==> src/rtl/cis_scan_pkg.sv <==
package cis_scan_pkg;
    typedef enum logic [2:0] {
        ST_IDLE,
        ST_CODE_REQ,
        ST_CODE_CHK,
        ST_LINK_REQ,
        ST_LINK_CHK,
        ST_BODY_REQ,
        ST_BODY_CAP,
        ST_DONE
    } scan_state_e;

    localparam logic [7:0] CHAIN_END = 8'hFF;
endpackage

==> src/rtl/cis_addr_gen.sv <==
module cis_addr_gen #(
    parameter int POS_W  = 14,
    parameter int ADDR_W = 14
) (
    input  logic [POS_W-1:0]  pos,
    input  logic              attr,
    output logic [ADDR_W-1:0] addr
);
    logic [POS_W:0] doubled;
    logic [POS_W:0] single;

    assign doubled = {pos, 1'b0};
    assign single  = {1'b0, pos};
    assign addr    = attr ? doubled[ADDR_W-1:0] : single[ADDR_W-1:0];
endmodule

==> src/rtl/cis_body_buf.sv <==
module cis_body_buf #(
    parameter int DEPTH = 8,
    parameter int IDX_W = 4
) (
    input  logic               clk,
    input  logic               rst_n,
    input  logic               clr,
    input  logic               wr_en,
    input  logic [IDX_W-1:0]   wr_idx,
    input  logic [7:0]         wr_data,
    output logic [8*DEPTH-1:0] bytes_out
);
    for (genvar i = 0; i < DEPTH; i++) begin : g_slot
        always_ff @(posedge clk or negedge rst_n) begin
            if (!rst_n)
                bytes_out[8*i +: 8] <= '0;
            else if (clr)
                bytes_out[8*i +: 8] <= '0;
            else if (wr_en && wr_idx == IDX_W'(i))
                bytes_out[8*i +: 8] <= wr_data;
        end
    end

    AST_WRITE_IN_RANGE: assert property (@(posedge clk) disable iff (!rst_n)
        wr_en |-> (int'(wr_idx) < DEPTH));
endmodule

==> src/rtl/cis_tuple_scan.sv <==
module cis_tuple_scan
    import cis_scan_pkg::*;
#(
    parameter int REGION_BYTES = 8192,
    parameter int MAX_TUPLES   = 1000,
    parameter int MAX_LEN      = 8,
    localparam int LEN_W  = $clog2(MAX_LEN + 1),
    localparam int ADDR_W = $clog2(REGION_BYTES) + 1
) (
    input  logic                 clk,
    input  logic                 rst_n,
    input  logic                 start,
    input  logic [7:0]           want_code,
    input  logic [LEN_W-1:0]     max_len,
    output logic                 mem_rd_en,
    output logic                 mem_space,
    output logic [ADDR_W-1:0]    mem_addr,
    input  logic [7:0]           mem_rdata,
    output logic                 done,
    output logic                 busy,
    output logic                 found,
    output logic [LEN_W-1:0]     count,
    output logic [8*MAX_LEN-1:0] buf_data
);
    localparam int POS_W  = $clog2(REGION_BYTES) + 1;
    localparam int TCNT_W = $clog2(MAX_TUPLES + 1);
    localparam logic [POS_W-1:0]  REGION_END = POS_W'(REGION_BYTES);
    localparam logic [TCNT_W-1:0] TUPLE_CAP  = TCNT_W'(MAX_TUPLES);
    localparam logic [LEN_W-1:0]  LEN_CAP    = LEN_W'(MAX_LEN);

    scan_state_e state, state_n;

    logic [POS_W-1:0]  pos;
    logic [TCNT_W-1:0] tcnt;
    logic              space_attr;
    logic              hit;
    logic [7:0]        want_q;
    logic [LEN_W-1:0]  req_q;
    logic [LEN_W-1:0]  lim;
    logic [LEN_W-1:0]  bidx;
    logic              found_q;
    logic [LEN_W-1:0]  count_q;

    logic [POS_W-1:0]  pos_link;
    logic [POS_W-1:0]  pos_body;
    logic [POS_W-1:0]  pos_next;
    logic [POS_W-1:0]  rd_pos;
    logic [LEN_W-1:0]  lim_n;
    logic [LEN_W-1:0]  bidx_inc;
    logic              exhaust;
    logic              body_stop;

    assign pos_link  = pos + POS_W'(1);
    assign pos_body  = pos + POS_W'(2) + POS_W'(bidx);
    assign pos_next  = pos + POS_W'(2) + POS_W'(mem_rdata);
    assign lim_n     = (mem_rdata < 8'(req_q)) ? mem_rdata[LEN_W-1:0] : req_q;
    assign bidx_inc  = bidx + LEN_W'(1);
    assign body_stop = (pos_body >= REGION_END);

    always_comb begin
        exhaust = 1'b0;
        unique case (state)
            ST_CODE_REQ: exhaust = (pos >= REGION_END) || (tcnt == TUPLE_CAP);
            ST_CODE_CHK: exhaust = (mem_rdata == CHAIN_END);
            ST_LINK_REQ: exhaust = (pos_link >= REGION_END);
            ST_LINK_CHK: exhaust = (mem_rdata == CHAIN_END);
            default:     exhaust = 1'b0;
        endcase
    end

    // next-state logic
    always_comb begin
        state_n = state;
        unique case (state)
            ST_IDLE:     if (start) state_n = ST_CODE_REQ;
            ST_CODE_REQ: state_n = exhaust ? (space_attr ? ST_CODE_REQ : ST_DONE) : ST_CODE_CHK;
            ST_CODE_CHK: state_n = exhaust ? (space_attr ? ST_CODE_REQ : ST_DONE) : ST_LINK_REQ;
            ST_LINK_REQ: state_n = exhaust ? (space_attr ? ST_CODE_REQ : ST_DONE) : ST_LINK_CHK;
            ST_LINK_CHK: begin
                if (exhaust)
                    state_n = space_attr ? ST_CODE_REQ : ST_DONE;
                else if (hit)
                    state_n = (lim_n == '0) ? ST_DONE : ST_BODY_REQ;
                else
                    state_n = ST_CODE_REQ;
            end
            ST_BODY_REQ: state_n = body_stop ? ST_DONE : ST_BODY_CAP;
            ST_BODY_CAP: state_n = (bidx_inc == lim) ? ST_DONE : ST_BODY_REQ;
            ST_DONE:     state_n = ST_IDLE;
            default:     state_n = ST_IDLE;
        endcase
    end

    // state register
    always_ff @(posedge clk or negedge rst_n) begin
        if (!rst_n) state <= ST_IDLE;
        else        state <= state_n;
    end

    // walk datapath
    always_ff @(posedge clk or negedge rst_n) begin
        if (!rst_n) begin
            pos        <= '0;
            tcnt       <= '0;
            space_attr <= 1'b1;
            hit        <= 1'b0;
            want_q     <= '0;
            req_q      <= '0;
            lim        <= '0;
            bidx       <= '0;
            found_q    <= 1'b0;
            count_q    <= '0;
        end else if (state == ST_IDLE) begin
            if (start) begin
                pos        <= '0;
                tcnt       <= '0;
                space_attr <= 1'b1;
                want_q     <= want_code;
                req_q      <= (max_len > LEN_CAP) ? LEN_CAP : max_len;
                found_q    <= 1'b0;
                count_q    <= '0;
            end
        end else if (exhaust) begin
            if (space_attr) begin
                space_attr <= 1'b0;
                pos        <= '0;
                tcnt       <= '0;
            end else begin
                found_q <= 1'b0;
                count_q <= '0;
            end
        end else begin
            unique case (state)
                ST_CODE_CHK: hit <= (mem_rdata == want_q);
                ST_LINK_CHK: begin
                    if (hit) begin
                        found_q <= 1'b1;
                        count_q <= '0;
                        lim     <= lim_n;
                        bidx    <= '0;
                    end else begin
                        pos  <= pos_next;
                        tcnt <= tcnt + TCNT_W'(1);
                    end
                end
                ST_BODY_CAP: begin
                    bidx    <= bidx_inc;
                    count_q <= bidx_inc;
                end
                default: ;
            endcase
        end
    end

    cis_body_buf #(.DEPTH(MAX_LEN), .IDX_W(LEN_W)) u_buf (
        .clk      (clk),
        .rst_n    (rst_n),
        .clr      (state == ST_IDLE && start),
        .wr_en    (state == ST_BODY_CAP),
        .wr_idx   (bidx),
        .wr_data  (mem_rdata),
        .bytes_out(buf_data)
    );

    // outputs
    always_comb begin
        mem_rd_en = 1'b0;
        rd_pos    = pos;
        unique case (state)
            ST_CODE_REQ: mem_rd_en = !exhaust;
            ST_LINK_REQ: begin mem_rd_en = !exhaust; rd_pos = pos_link; end
            ST_BODY_REQ: begin mem_rd_en = !body_stop; rd_pos = pos_body; end
            default:     mem_rd_en = 1'b0;
        endcase
        done  = (state == ST_DONE);
        busy  = (state != ST_IDLE);
        found = found_q;
        count = count_q;
    end

    assign mem_space = space_attr;

    cis_addr_gen #(.POS_W(POS_W), .ADDR_W(ADDR_W)) u_addr (
        .pos (rd_pos),
        .attr(space_attr),
        .addr(mem_addr)
    );

    AST_ATTR_EVEN_ADDR: assert property (@(posedge clk) disable iff (!rst_n)
        (mem_rd_en && mem_space) |-> !mem_addr[0]);
    AST_READ_IN_REGION: assert property (@(posedge clk) disable iff (!rst_n)
        (mem_rd_en && !mem_space) |-> ({1'b0, mem_addr} < (ADDR_W+1)'(REGION_BYTES)));
    AST_SINGLE_READ: assert property (@(posedge clk) disable iff (!rst_n)
        mem_rd_en |=> !mem_rd_en);
    AST_DONE_PULSE: assert property (@(posedge clk) disable iff (!rst_n)
        done |=> !done);
    AST_MISS_ZERO: assert property (@(posedge clk) disable iff (!rst_n)
        (done && !found) |-> (count == '0));
    AST_COUNT_BOUND: assert property (@(posedge clk) disable iff (!rst_n)
        done |-> (count <= req_q));
    AST_START_IGNORED: assert property (@(posedge clk) disable iff (!rst_n)
        (busy && start) |=> $stable(want_q));
endmodule

==> config.mk <==
export PLATFORM = sky130hd
export DESIGN_NAME = cis_tuple_scan
export DESIGN_NICKNAME = d
export VERILOG_FILES = /design/src/rtl/cis_scan_pkg.sv /design/src/rtl/cis_addr_gen.sv /design/src/rtl/cis_body_buf.sv /design/src/rtl/cis_tuple_scan.sv
export SDC_FILE = /design/constraint.sdc
export NUM_CORES = 1
export LEC_CHECK = 0
export ABC_AREA = 1
export BUFFER_PORTS_ARGS = -buffer_cell sky130_fd_sc_hd__buf_2
export CAP_MARGIN = 10
export CELL_PAD_IN_SITES_DETAIL_PLACEMENT = 1
export CELL_PAD_IN_SITES_GLOBAL_PLACEMENT = 2
export CORE_MARGIN = 2
export CORE_UTILIZATION = 30
export CTS_CLUSTER_DIAMETER = 200
export DETAILED_ROUTE_END_ITERATION = 10
export PLACE_DENSITY_LB_ADDON = 0.1
export SLEW_MARGIN = 15
export SYNTH_ARGS = -nofsm -noshare
export SYNTH_HDL_FRONTEND = slang
export SYNTH_SLANG_ARGS = --single-unit
==> constraint.sdc <==
create_clock -name clk -period 5.7 [get_ports clk]
set_clock_uncertainty 0.05 [all_clocks]
set_input_delay 0 -clock clk [delete_from_list [all_inputs] [get_ports clk]]
set_output_delay 0 -clock clk [all_outputs]
set_load 0.02 [all_outputs]
==> results of run 1 <==
==> critical path, delay by kind of cell (launching register included) <==
family / cells / cell delay, ps
DFF: 1 / 510
xor gates and xnor gates: 1 / 190
adders and majority gates: 2 / 790
and+or+nand+nor: 9 / 1160
buffers and inverters: 2 / 190
==> worst max path at each step <==
stage                               to  slack, ps  startpoint  cells past startpoint
final                     mem_addr[13]       2380      pos[1]                     14
after global routing      mem_addr[13]       1940      pos[1]                     14
after CTS                 mem_addr[13]       2310      pos[1]                     14
after detailed placement       tcnt[3]       2630      pos[1]                      9
after global placement         pos[11]       2740      pos[1]                     15
after floorplan                pos[13]       3280      pos[1]                     16
==> registers in the layout, indices dropped and copies added (netlist names) <==
name             cells
u_buf.bytes_out     64
pos                 14
tcnt                10
want_q               8
bidx                 4
count                4
lim                  4
req_q                4
state                3
found                1
hit                  1
mem_space            1
==> layout by cell type (no fill, tap or decap), types with 2 or more instances in the layout <==
cell type,netlist,final
a21oi_1,26,26
fa_1,2,2
nor3_1,7,7
o21ai_1,13,13
nand4_1,16,16
clkinv_4,0,6
nor3_2,3,3
nand3_1,89,89
nand2_1,284,284
nor2_4,2,2
o21ai_0,105,105
a221oi_1,2,2
buf_4,6,6
xor2_1,24,24
nor2_1,54,54
nor4_1,3,3
dlygate4sd3_1,0,17
nor2_2,6,6
buf_2,4,108
clkbuf_16,0,17
dfrtp_1,117,117
o21a_1,3,3
inv_1,79,79
o31ai_1,2,2
o211ai_1,4,4
inv_6,0,2
or2_2,4,4
ha_1,24,24
clkinv_2,0,2
nand2_2,7,7
o22ai_1,2,2
bufinv_16,0,3
nand3b_1,4,4
==> through the flow <==
| step | hold WS [ps] | area, um2 | util [%] | worst slack, ps | power, mW |
|---|---|---|---|---|---|
| floorplan | -346 | 6900 | - | 3280 | 2.52 |
| global placement | 155 | 7710 | 34.2 | 2740 | 3.16 |
| detailed placement | 159 | 7710 | 34.2 | 2630 | 3.17 |
| CTS | 13.4 | 8480 | 37.6 | 2310 | 4.33 |
| global route | 53.5 | 8480 | 37.6 | 1940 | 4.60 |
| finish | 28.1 | 8480 | 37.6 | 2380 | 4.26 |
==> power by group <==
| group | internal [mW] | switching (mW) |
|---|---|---|
| Combinational | 0.555 | 1.26 |
| Clock | 0.690 | 0.427 |
| Sequential | 1.10 | 0.226 |
| Total | 2.35 | 1.91 |
==> routing by layer <==
metal	vias up	share of wire [%]
li1	3268	-
met4	0	0.83
met2	97	49
met3	14	4.5
met1	3184	46
met5	-	0
==> cell families (layout without fill, tap and decap cells) <==
| kind of cell | after synthesis | after routing | synth area share (%) |
|---|---|---|---|
| flip-flops | 118 | 118 | 42.8 |
| adder cells (fa/ha/maj) | 26 | 26 | 4.93 |
| multiplexers | 1 | 1 | 0.145 |
| XOR/XNOR | 24 | 24 | 3.05 |
| AO/OA/AOI/OAI | 161 | 161 | 12.4 |
| buffers and inverters | 107 | 242 | 6.22 |
| AND/OR/NAND/NOR | 482 | 482 | 30.4 |
==> cell type report <==
class | count | area [um2] | area share (%)
Clock buffer | 17 | 425 | 5.01
Clock inverter | 14 | 178 | 2.09
Inverter | 80 | 300 | 3.54
Multi-Input combinational cell | 694 | 3510 | 41.4
Sequential cell | 118 | 2950 | 34.8
Tap cell | 285 | 357 | 4.20
Timing Repair Buffer | 131 | 756 | 8.91
==> results.md, run 1 <==
- #FFs+latches synth: 118
- Hold depth: 4
- P&R area growth vs syn: 23.0%
- Share of the synthesized area in the top cell type: 42.5%
- Critical path's slowest cell: dfrtp_1
- Routed len/inst: 18.1 um
- Area of the mapped netlist: around 6900 um2
- Avg Inst Size Synth: between 7 and 8 um2
- Met1 global-route usage: 27.1%
- Initial DRT Pass Iterations: 4
- Root buf cell: clkbuf_16
- Worst r2r dst: req_q[2]
- Max frequency: 301 MHz
- Routed Antenna Nets: 0
- Top-Level Pins: 110
- Unrepaired setup endpoints after global routing: no
- Crit share post-route: 58.2%
- Final Max Tran Viols: 0
- Ys flop type: dfrtp_1
- Hold WC Path Type: in -> reg
- Total CTS buffers: 17
- Synth top cells by count: nand2_1, dfrtp_1, o21ai_0, nand3_1, inv_1
- First-pass GRT wire length: 39.1 mm
- Largest area contributor in the netlist: dfrtp_1
- Overall die area: 24200 um2
- Crit path largest cell delay: 510 ps
- Number of setup buffers added after CTS: 0
- Vias post-DR: around 6600
- Diode count: 0
- Initial antenna violation count: 0
- Finished Layout Cells: between 1000 and 1500
- PwrDens: 502 nW/um2
- Fin nets: 1091
- Starting Density: a little under a third
- Outcome: finished clean
- Worst Path Arrival: 3270 ps
- Vias in the first global route: about 6800
- GR peak layer: met2
- DR iter-0 viols: about 250
- Clk buf depth: 2
- CP Capture Type: output pin
- Placer Congestion: 0.785
- Cells after synthesis: 919
- Fin Setup TNS: 0 ps
- Count leader, synth: nand2_1
- Die W: 156 um
- Met3 Use GR: under 10%
- HPWL Detailed: about 18 mm
- DR vias/cell: 4.90
- Largest net degree at the start of global routing: 71
- Post-Syn Nets: just under 1000
- Placed cells: 1291
- Post-synth EDFFs: 0
- Setup Viol. Count Final: 0
- Clk sinks: 118
- Core Region: 22600 um2
- Period minus WS final: between 3000 and 4000 ps
- Htree depth: 4
- Share of cells above drive strength 1: between 15 and 20%
- Met2 Use GR: between 30% and 40%
- Worst hold path endpoint: pos[0]
- CP most frequent cell: nand3_1
- Post-CTS resize count: 0
- Row count: 55
- Synth Warn #: 0
- Critical R2R Launch: state[1]
- CP Class: reg -> out
- Sequential cell area fraction in the yosys report: 42.8%
- Clock transition at the registers of the reported paths: 60 ps
- Worst EP required: 5650 ps
- WL final: 24.3 mm
- Worst-margin pin slew: around 1100 ps
- DRC errors left: 0
- GRT overflow: 0
- CTS tree: done
- Final hold vios: 0
- Clock Latency Late Sink: approximately 420 ps
- Max-Cap Viols: 0
- Flop2flop setup slack: 2520 ps
- HP Start: mem_rdata[0]
- Cts hold-fix bufs: 17
- Port Buffers: 109
- Filler instances: 2832
- Worst Setup Start Kind: register
- CP max FO: 8
- Synth top area cells: dfrtp_1, nand2_1, o21ai_0, nand3_1, ha_1
- Global-route usage over all layers: 20.9%
- Async SR Flop Fraction: 100%
- Slew Limit Headroom: between 20% and 30%
- Die Span Y: 156 um
- Leakage: approximately 4.3 nW
- Max IR drop VDD: 0.000223 V
- R2R depth: 12
- CP cell instances: ha_1, xor2_1, ha_1, nand3_1, nand3_1, nand3_1, nor2_2, nand3_1, nand2_1, nand3_1, nand3_1, nand2_1, inv_1, buf_2
- Cell variety after synth: 38
Note: power is estimated with default switching activity, not from simulation.
==> run 2: changes to the inputs <==
Clock period 5.7 ns to 3.3 ns, I/O delays scaled along.
==> results.md, run 2 (synthesis results as in run 1) <==
- Outcome: finished clean (unchanged)
- CP Capture Type: output pin (unchanged)
- Initial DRT Pass Iterations: 4 (unchanged)
- Filler instances: 2816 (was 2832)
- Clk sinks: 118 (unchanged)
- Clock Latency Late Sink: 430 ps (was 420 ps)
- Top reg by flops: u_buf.bytes_out (unchanged)
- PwrDens: 870 nW/um2 (was 502 nW/um2)
- Slew Limit Headroom: 41.6% (was 28.3%)
- Fin Setup TNS: 0 ps (unchanged)
- Max IR drop VDD: 0.000356 V (was 0.000223 V)
- GRT overflow: 0 (unchanged)
- CP Class: reg -> out (unchanged)
- First-pass GRT wire length: 39.1 mm (unchanged)
- Vias post-DR: 6590 (was 6563)
- Overall die area: 24200 um2 (unchanged)
- Most frequent cells in the layout: nand2_1, dfrtp_1, buf_2 (unchanged)
- Number of setup buffers added after CTS: 0 (unchanged)
- Row count: 55 (unchanged)
- Top-Level Pins: 110 (unchanged)
- Die W: 156 um (unchanged)
- Htree depth: 4 (unchanged)
- Largest register FFs: 64 (unchanged)
- Multi-input logic area: 3540 um2 (was 3510 um2)
- CTS tree: done (unchanged)
- Worst EP required: 3250 ps (was 5650 ps)
- Global-route usage over all layers: 21.0% (was 20.9%)
- Crit share post-route: 90.2%
- Clock transition at the registers of the reported paths: 60 ps (about the same)
- Routed len/inst: 18.1 um (about the same)
- Clk buf depth: 2 (unchanged)
- DRC errors left: 0 (unchanged)
- HPWL Detailed: 17.8 mm (was 17.7 mm)
- Largest net degree at the start of global routing: 65 (was 71)
- Initial antenna violation count: 0 (unchanged)
- Share of cells above drive strength 1: 17.5% (was 16.4%)
- Core Util, Final: 38.0% (was 37.6%)
- Period minus WS final: 2980 ps
- Area occupied by registers: 2960 um2 (was 2950 um2)
- Diode count: 0 (unchanged)
- Final Max Tran Viols: 0 (unchanged)
- Fin nets: 1098 (was 1091)
- DR vias/cell: 4.89 (was 4.90)
- P&R area growth vs syn: 24.4% (was 23.0%)
- WL final: 24.3 mm (about the same)
- Worst-margin pin slew: 876 ps (was 1070 ps)
- Unrepaired setup endpoints after global routing: no (unchanged)
- Port Buffers: 109 (unchanged)
- Vias in the first global route: 6839 (was 6774)
- Core Region: 22600 um2 (unchanged)
- Overall Power: 7.46 mW (was 4.26 mW)
- Worst Path Arrival: 2930 ps (was 3270 ps)
- Total CTS buffers: 17 (unchanged)
- Worst Setup Start Kind: register (unchanged)
- Leakage: 4.33 nW (was 4.29 nW)
- Commonest non-fill, non-tap cell in the layout: nand2_1 (unchanged)
- Pre-CTS WS: 316 ps (was 2630 ps)
- DR iter-0 viols: 230 (was 254)
- Hold WC Path Type: in -> reg (unchanged)
- Final hold vios: 0 (unchanged)
- Setup Viol. Count Final: 0 (unchanged)
- Final worst slack: 325 ps (was 2380 ps)
- CP max FO: 8 (unchanged)
- Placer Congestion: 0.825 (was 0.785)
- Starting Density: 30.6% (unchanged)
- Die Span Y: 156 um (unchanged)
- Max-Cap Viols: 0 (unchanged)
- Root buf cell: clkbuf_16 (unchanged)
- Largest regs: u_buf.bytes_out x64, pos x14, tcnt x10 (unchanged)
- Routed Antenna Nets: 0 (unchanged)
- Max frequency: around 340 MHz
[run 2: cell types whose count changed in the layout (fill, tap and decap cells not counted), moves of 2 or more]
cell | before | now
buf_4 | 6 | 12
clkinv_2 | 2 | 0
clkinv_4 | 6 | 3
dfrtp_1 | 117 | 115
dfrtp_2 | 0 | 2
inv_6 | 2 | 6
inv_8 | 0 | 3
[run 2: power breakdown]
group | internal [mW] | leakage, nW | switching (mW)
registers | 1.91 | 1.56 | 0.393
clock network | 1.15 | 0.296 | 0.833
logic | 0.999 | 2.47 | 2.18
[run 2: per-layer routing]
layer | vias up | part of all wire, % | track usage, %
met1 | 3178 | 46 | 26.9
met4 | 0 | 1.0 | 5.02
li1 | 3292 | - | -
met3 | 16 | 4.2 | 4.89
met5 | - | 0 | 0
met2 | 104 | 49 | 36.0
[run 2: layout make-up]
type / instances / share of cell area (%)
clock buffer: 17 / 4.96
clock inverter: 15 / 2.10
inverter: 80 / 3.50
multi-input combinational: 694 / 41.3
sequential: 118 / 34.5
tap: 285 / 4.16
timing repair buffer: 138 / 9.57
[run 2: worst paths after layout]
path	cells past startpoint	slack (ps)	to	startpoint
setup / recovery	15	320	mem_addr[9]	pos[1]
setup reg to reg	11	440	req_q[2]	state[0]
max in group asynchronous	3	2170	mem_space	rst_n
hold reg to reg	2	420	count[3]	count[3]
hold / removal	4	9	pos[0]	mem_rdata[0]
min in group asynchronous	2	180	tcnt[4]	rst_n
[run 2: per-stage QoR]
step,instances,hold WS (ps),instance area (um2)
4_1_cts,1347,10.3,8550
2_1_floorplan,919,-346,6900
5_1_grt,1347,37.2,8580
6_report,1347,9.10,8580
3_3_place_gp,1298,120,7770
3_5_place_dp,1298,117,7770
[run 2: worst max-delay path: stages, from the launching register on]
cell	delay [ps]
dfrtp_2	480
ha_4	270
ha_1	350
nand3_1	90
nand2_1	90
nand2_1	100
nand2_1	80
nand2_1	70
nor2_1	300
nand2_1	90
nand2_1	80
nand3_1	80
nand3_1	130
nand2_1	60
nand2_1	70
buf_2	160
[run 2: what timing repair did]
| action | 4_1_cts | 5_1_grt |
|---|---|---|
| hold buffers | 17 | 0 |
| hold endpoints to repair | 76 | 0 |
| pin swaps | 0 | 1 |
| cloned | 0 | 0 |
| endpoints found under the setup margin | 2 | 13 |
| resized for setup | 1 | 6 |
